**src/rtl/sshift_unit.sv**
```systemverilog
module sshift_unit #(
  parameter int SYNC_STAGES = 2
) (
  input  logic       clk,
  input  logic       rst_n,
  input  logic       bus_we,
  input  logic [1:0] bus_addr,
  input  logic [7:0] bus_wdata,
  input  logic [1:0] bus_raddr,
  output logic [7:0] bus_rdata,
  input  logic       tmr_match,
  input  logic       gie,
  input  logic       sclk_pin,
  input  logic       sdi_pin,
  output logic       sdo,
  output logic       sclk_out,
  output logic       irq
);
  localparam logic [1:0] A_DATA = 2'd0;
  localparam logic [1:0] A_STAT = 2'd1;
  localparam logic [1:0] A_CTRL = 2'd2;
  localparam int SL = SYNC_STAGES - 1;

  logic [7:0] shreg;
  logic [3:0] cnt;
  logic       ovf, ie, copt, sclk_q, latch_q, eff_prev;
  logic [1:0] csel;
  logic [SL:0] ck_sync, di_sync;

  always_ff @(posedge clk or negedge rst_n)
    if (!rst_n) begin
      ck_sync <= '0;
      di_sync <= '0;
    end else begin
      ck_sync <= {ck_sync[SL-1:0], sclk_pin};
      di_sync <= {di_sync[SL-1:0], sdi_pin};
    end

  wire ck_s    = ck_sync[SL];
  wire di_s    = di_sync[SL];
  wire wr_data = bus_we && bus_addr == A_DATA;
  wire wr_stat = bus_we && bus_addr == A_STAT;
  wire wr_ctrl = bus_we && bus_addr == A_CTRL;

  wire eff       = copt ? sclk_q : ck_s;
  wire ext_edge  = csel[1] && (eff != eff_prev);
  wire samp_edge = ext_edge && (eff ^ csel[0]);
  wire lat_evt   = ext_edge && !(eff ^ csel[0]);
  wire strobe    = wr_ctrl && bus_wdata[1] && csel == 2'b00;
  wire tick      = csel == 2'b01 && tmr_match;
  wire shift_evt = strobe || tick || samp_edge;
  wire cnt_evt   = strobe || tick || ext_edge;
  wire wrap      = cnt_evt && cnt == 4'hF;

  always_ff @(posedge clk or negedge rst_n)
    if (!rst_n) begin
      shreg    <= '0;
      cnt      <= '0;
      ovf      <= 1'b0;
      ie       <= 1'b0;
      csel     <= 2'b00;
      copt     <= 1'b0;
      sclk_q   <= 1'b0;
      latch_q  <= 1'b0;
      eff_prev <= 1'b0;
    end else begin
      eff_prev <= eff;
      if (wr_data)        shreg <= bus_wdata;
      else if (shift_evt) shreg <= {shreg[6:0], di_s};
      if (cnt_evt)        cnt <= cnt + 4'd1;
      else if (wr_stat)   cnt <= bus_wdata[3:0];
      if (wrap)                           ovf <= 1'b1;
      else if (wr_stat && bus_wdata[7])   ovf <= 1'b0;
      if (wr_ctrl) begin
        ie   <= bus_wdata[7];
        csel <= bus_wdata[3:2];
        copt <= bus_wdata[1];
        if (bus_wdata[0]) sclk_q <= ~sclk_q;
      end
      if (!csel[1] || lat_evt) latch_q <= shreg[7];
    end

  assign sdo      = csel[1] ? latch_q : shreg[7];
  assign sclk_out = sclk_q;
  assign irq      = ovf && ie && gie;

  always_comb
    case (bus_raddr)
      A_DATA:  bus_rdata = shreg;
      A_STAT:  bus_rdata = {ovf, 3'b000, cnt};
      A_CTRL:  bus_rdata = {ie, 3'b000, csel, copt, 1'b0};
      default: bus_rdata = 8'h00;
    endcase
endmodule


```
**config.mk**
```make
export PLATFORM = sky130hd
export DESIGN_NAME = sshift_unit
export DESIGN_NICKNAME = d
export VERILOG_FILES = /design/src/rtl/sshift_unit.sv
export SDC_FILE = /design/constraint.sdc
export NUM_CORES = 1
export LEC_CHECK = 0
export BUFFER_PORTS_ARGS = -buffer_cell sky130_fd_sc_hd__buf_2
export CAP_MARGIN = 40
export CORE_MARGIN = 2
export CORE_UTILIZATION = 57
export DETAILED_ROUTE_END_ITERATION = 8
export PLACE_DENSITY = 0.94
export SKIP_LAST_GASP = 1
export SYNTH_ARGS = -nofsm -noshare
export SYNTH_HDL_FRONTEND = slang
export SYNTH_SLANG_ARGS = --single-unit
```
**constraint.sdc**
```tcl
create_clock -name clk -period 2.6 [get_ports clk]
set_clock_uncertainty 0.1 [all_clocks]
set_input_delay 0.52 -clock clk [delete_from_list [all_inputs] [get_ports clk]]
set_output_delay 0.52 -clock clk [all_outputs]
set_load 0.05 [all_outputs]
```
# After elaboration in Yosys (flattened, before gate mapping)
# Cells that the tools add are included.
[op_classes] add_sub_neg=1 mul=0 div_mod_pow=0 n_lt_le_gt_ge=0 n_eq_ne=7 shift=0 muxes=9 n_bitwise=2 n_reduce_logical=26
[op_table] op="$pmux W8 S3" n=1
[op_table] op="$mux W8" n=2
[op_table] op="$logic_and A1 B1 Y1" n=13
[op_table] op="$mux W4" n=2
[op_table] op="$eq A2 B1 Y1 const B" n=3
[op_table] op="$logic_not A2 Y1" n=3
[op_table] op="$reduce_bool A2 Y1" n=3
[op_table] op="$add A4 B1 Y4 const B" n=1
[op_table] op="$eq A2 B2 Y1 const B" n=2
[op_table] op="$eq A4 B4 Y1 const B" n=1
[op_table] op="$logic_or A1 B1 Y1" n=4
[op_table] op="$mux W1" n=4
[op_table] op="$logic_not A1 Y1" n=2
[op_table] op="$reduce_and A2 Y1" n=1
[op_table] op="$ne A1 B1 Y1" n=1
[op_table] op="$not A1 Y1" n=1
[op_table] op="$xor A1 B1 Y1" n=1
[word_totals] reg_bits=24 latch_bits=0 ram_bits=0 romBits=0 inputBits=19 output_inout_bits=11 word_cells=56 memories=0

# Depth between registers and ports, before layout
[depth] ltp_word=8 mapped_depth=5 ltp_nobuf=5

# Least setup slack after synthesis
# No wires, ideal clock.
[synth_timing] path_kind="input -> output" start="input port bus_raddr[1]" end="output port bus_rdata[3]" arrival_ps=2045 t_required_ps=1980 path_slack_ps=-65 path_stages=3 n_path_buf=1 path_cell_list="clkbuf_1 mux2i_1 o21ai_0"
[synth_via] elab_chain_cells=2 elab_cells_between_ends=4 cone_classes="2 x eq/ne; 1 x mux; 1 x reduce/logical"
[synth_lines] item="from (decl)" line="9" rtl="input logic [1:0] bus_raddr,"
[synth_lines] item="$eq A2 B2 Y1 (tied with other cells)" line="88" rtl="case (bus_raddr)"
[synth_lines] item="$pmux W8 S3 (*)" line="88"
[synth_lines] item="to (decl)" line="10" rtl="output logic [7:0] bus_rdata,"
# Mark *: on every way between the ends. The rest lies on a longest branch, timed or not.

# Worst setup path after layout
[layout_timing] start="register csel[1]" end="output port bus_rdata[3]"
[layout_via] elab_chain_cells=1
[layout_lines] item="from (decl)" line="27" rtl="logic [1:0] csel;"
[layout_lines] item="from (signal assigned)" line="76" rtl="csel <= bus_wdata[3:2];"
[layout_lines] item="$pmux W8 S3" line="88"
# No other way between the ends.

==> qor.yml <==
cts:
  cts_tree: "built"
  numCtsBuffers: 3
  clockRootBuffer: "clkbuf_4"
  ctsResizeCount: 0
  post-cts-setup-buffers: 0
  cts_sinks: 24
  clk_path_buf_depth: 2
  clk_latency_ns: 0.33
  path_clk_slew_ns: 0.13
  htreeDepth: 1
  ctsHoldBuffers: 0
routing:
  num_vias: 1306
  dr.first_iter.drc_count: 49
  via_per_inst: 6.19
  drc_errors: 0
  totalWireLength_mm: 3.44
  ant_nets: 0
  post_drt_wl_per_cell_um: 16.3
  dr.pass1.iters: 4
layout:
  multi_input_area_um2: 769
  synthToLayoutAreaGrowth_pct: 13.7
  design_area_um2: 1600
  mostFrequentLayoutCells: "nand2_1, buf_2, dfrtp_1"
  nNetsFinal: 202
  final_common_cell: "nand2_1"
  antenna_cells: 0
  drive_gt1_share_pct: 23.8
  regArea_um2: 601
  n_fill_cell: 172
sta:
  finalHoldViolCount: 0
  drv_slew: 0
  rsz0062_at_grt: "false"
  timing.final.crit_period_ns: 2.17
  fmax_ghz: 0.460
  setup-violations-final: 0
  worst_pin_slew_ns: 0.924
  fin_tns_setup_ns: 0
  relSlewSlack_pct: 38.2
  fin_crit_sh_pct: 83.6
die:
  start_util_pct: 58.6
  core_um2: 2410
  die-area_um2: 2890
  rows: 18
  die_h_um: 53.8
  die_w_um: 53.8
  ioPinCount: 30
yosys:
  netlist_instances: 153
  yosysSeqAreaShare_pct: 42.6
  syn_avg_cell_area_um2: 9.22
  synthesis.nets: 173
  ys_seq_elements: 24
  syn-cell-area_um2: 1410
  yosysWarnings: 0
  synth.distinct_cells: 40
worst_setup_path:
  max_stage_delay_ns: 0.66
  crit_fanout: 15
  crit_path_cell_trace: "mux2i_1, o21ai_1, buf_2"
  crit_family: "flip-flops"
  cp-end-kind: "primary output"
  required_ns: 1.98
  cp_num_buf_inv: 1
  cpMaxStageDelayCell: "dfrtp_1"
  r2r_slack_ns: 0.56
  start_kind: "register"
  criticalPathCategory: "register to primary output"
  cp.arrival_ns: 1.55
power_and_ir_drop:
  cellPowerDensity_nw_per_um2: 968
  leakage_nw: 0.784
  max-vdd-ir-drop_mv: 0.663
min_path:
  worstHoldPathType: "input port to async pin"
placement:
  dp_hpwl_mm: 2.57
  port_buffers: 29
  gp_congestion: 0.931
  placed_area_um2: 1570
outcome:
  status: "finished clean"
run:
  cap_viol_max_count: 0
global_route:
  antenna_found_initial: 0
  overflow: 0
  grtUsageTotal_pct: 26.6
  grt_max_degree: 25
  grt_pass1_vias: 1158
  grt_pass1_wl_mm: 5.37
final cells by class:
cell class / instances / share of cell area (%)
inverter: 4 / 0.936
timing repair buffer: 29 / 9.05
multi-input combinational: 120 / 48.0
tap: 30 / 2.34
clock buffer: 4 / 2.26
sequential: 24 / 37.4
cell usage after synthesis, drive strengths merged:
cell    count  area share (%)
nor2        4             1.2
dfrtp      24              43
nand2b      2            0.89
a221o       2             1.4
o221ai      3             1.9
a21oi       2            0.71
buf         2             1.1
o22a        1             1.2
nor4        2            0.89
xnor2       1            0.62
nor2b       3             1.3
ha          1            0.89
nor3        2            0.71
mux2i       8             7.7
o31ai       2             1.1
and2        3             1.5
nand2      50              13
and3        2            0.89
or3b        2             1.4
nand3       3             1.4
a211o       2             1.2
nand3b      4             2.1
inv         4             1.1
nor3b       3             1.6
and3b       2             1.2
clkbuf      3            0.80
mux2        5             4.3
a211oi      2             1.1
o22ai       3             1.8
o21ai       6             2.1
cell families (layout without fill, tap and decap cells):
group	count (synthesis)	in the layout	synth area share, %
and+or+nand+nor	82	82	28.5
DFF	24	24	42.6
AOI/OAI and AO/OA	23	23	12.5
muxes	13	13	12.0
buffers and inverters	9	37	2.92
adders and majority gates	1	1	0.886
xor gates and xnor gates	1	1	0.621
through the flow:
step	worst slack (ns)	hold WS, ns	cells	total power (W)	utilization [%]
finish	0.426	0.0500	211	0.00155	66.6
global route	0.371	0.0908	211	0.00164	66.6
CTS	0.446	0.0645	211	0.00154	66.6
detailed placement	0.505	0.239	207	0.00134	65.1
global placement	0.574	0.237	207	0.00130	65.1
floorplan	0.0650	0.124	153	0.00116	-
flip-flops by register name (all words and copies together), names as in the netlist:
| name | cells |
|---|---|
| eff_prev | 1 |
| ovf | 1 |
| latch_q | 1 |
| shreg | 8 |
| csel | 2 |
| ck_sync | 2 |
| ie | 1 |
| sclk_out | 1 |
| di_sync | 2 |
| cnt | 4 |
| copt | 1 |
worst reg2reg max path: stages, from the launching register on:
cell and delay [ns]:
dfrtp_1 0.48, mux2i_4 0.41, mux2i_2 0.52, nor2_2 0.12, mux2_4 0.31
power by group:
part | switching (W) | internal, W
Sequential | 0.000158 | 0.000502
Combinational | 0.000415 | 0.000274
Clock | 0.000118 | 0.0000859
path summary, 6_finish.rpt:
kind                       cells past startpoint           end  startpoint
setup reg to reg                               4        cnt[1]        copt
hold reg to reg                                0    ck_sync[1]  ck_sync[0]
min in group clk                               1    di_sync[0]     sdi_pin
hold / removal                                 1           ovf       rst_n
max in group asynchronous                      1      shreg[5]       rst_n
setup / recovery                               3  bus_rdata[3]     csel[1]
per-layer routing:
| layer | vias up | GRT usage [%] | routed length [um] |
|---|---|---|---|
| met3 | 17 | 4.44 | 238 |
| met5 | - | 0 | 0 |
| met2 | 69 | 41.7 | 1670 |
| li1 | 590 | - | - |
| met1 | 630 | 33.9 | 1370 |
| met4 | 0 | 17.1 | 163 |
Note: power is estimated with default switching activity, not from simulation.
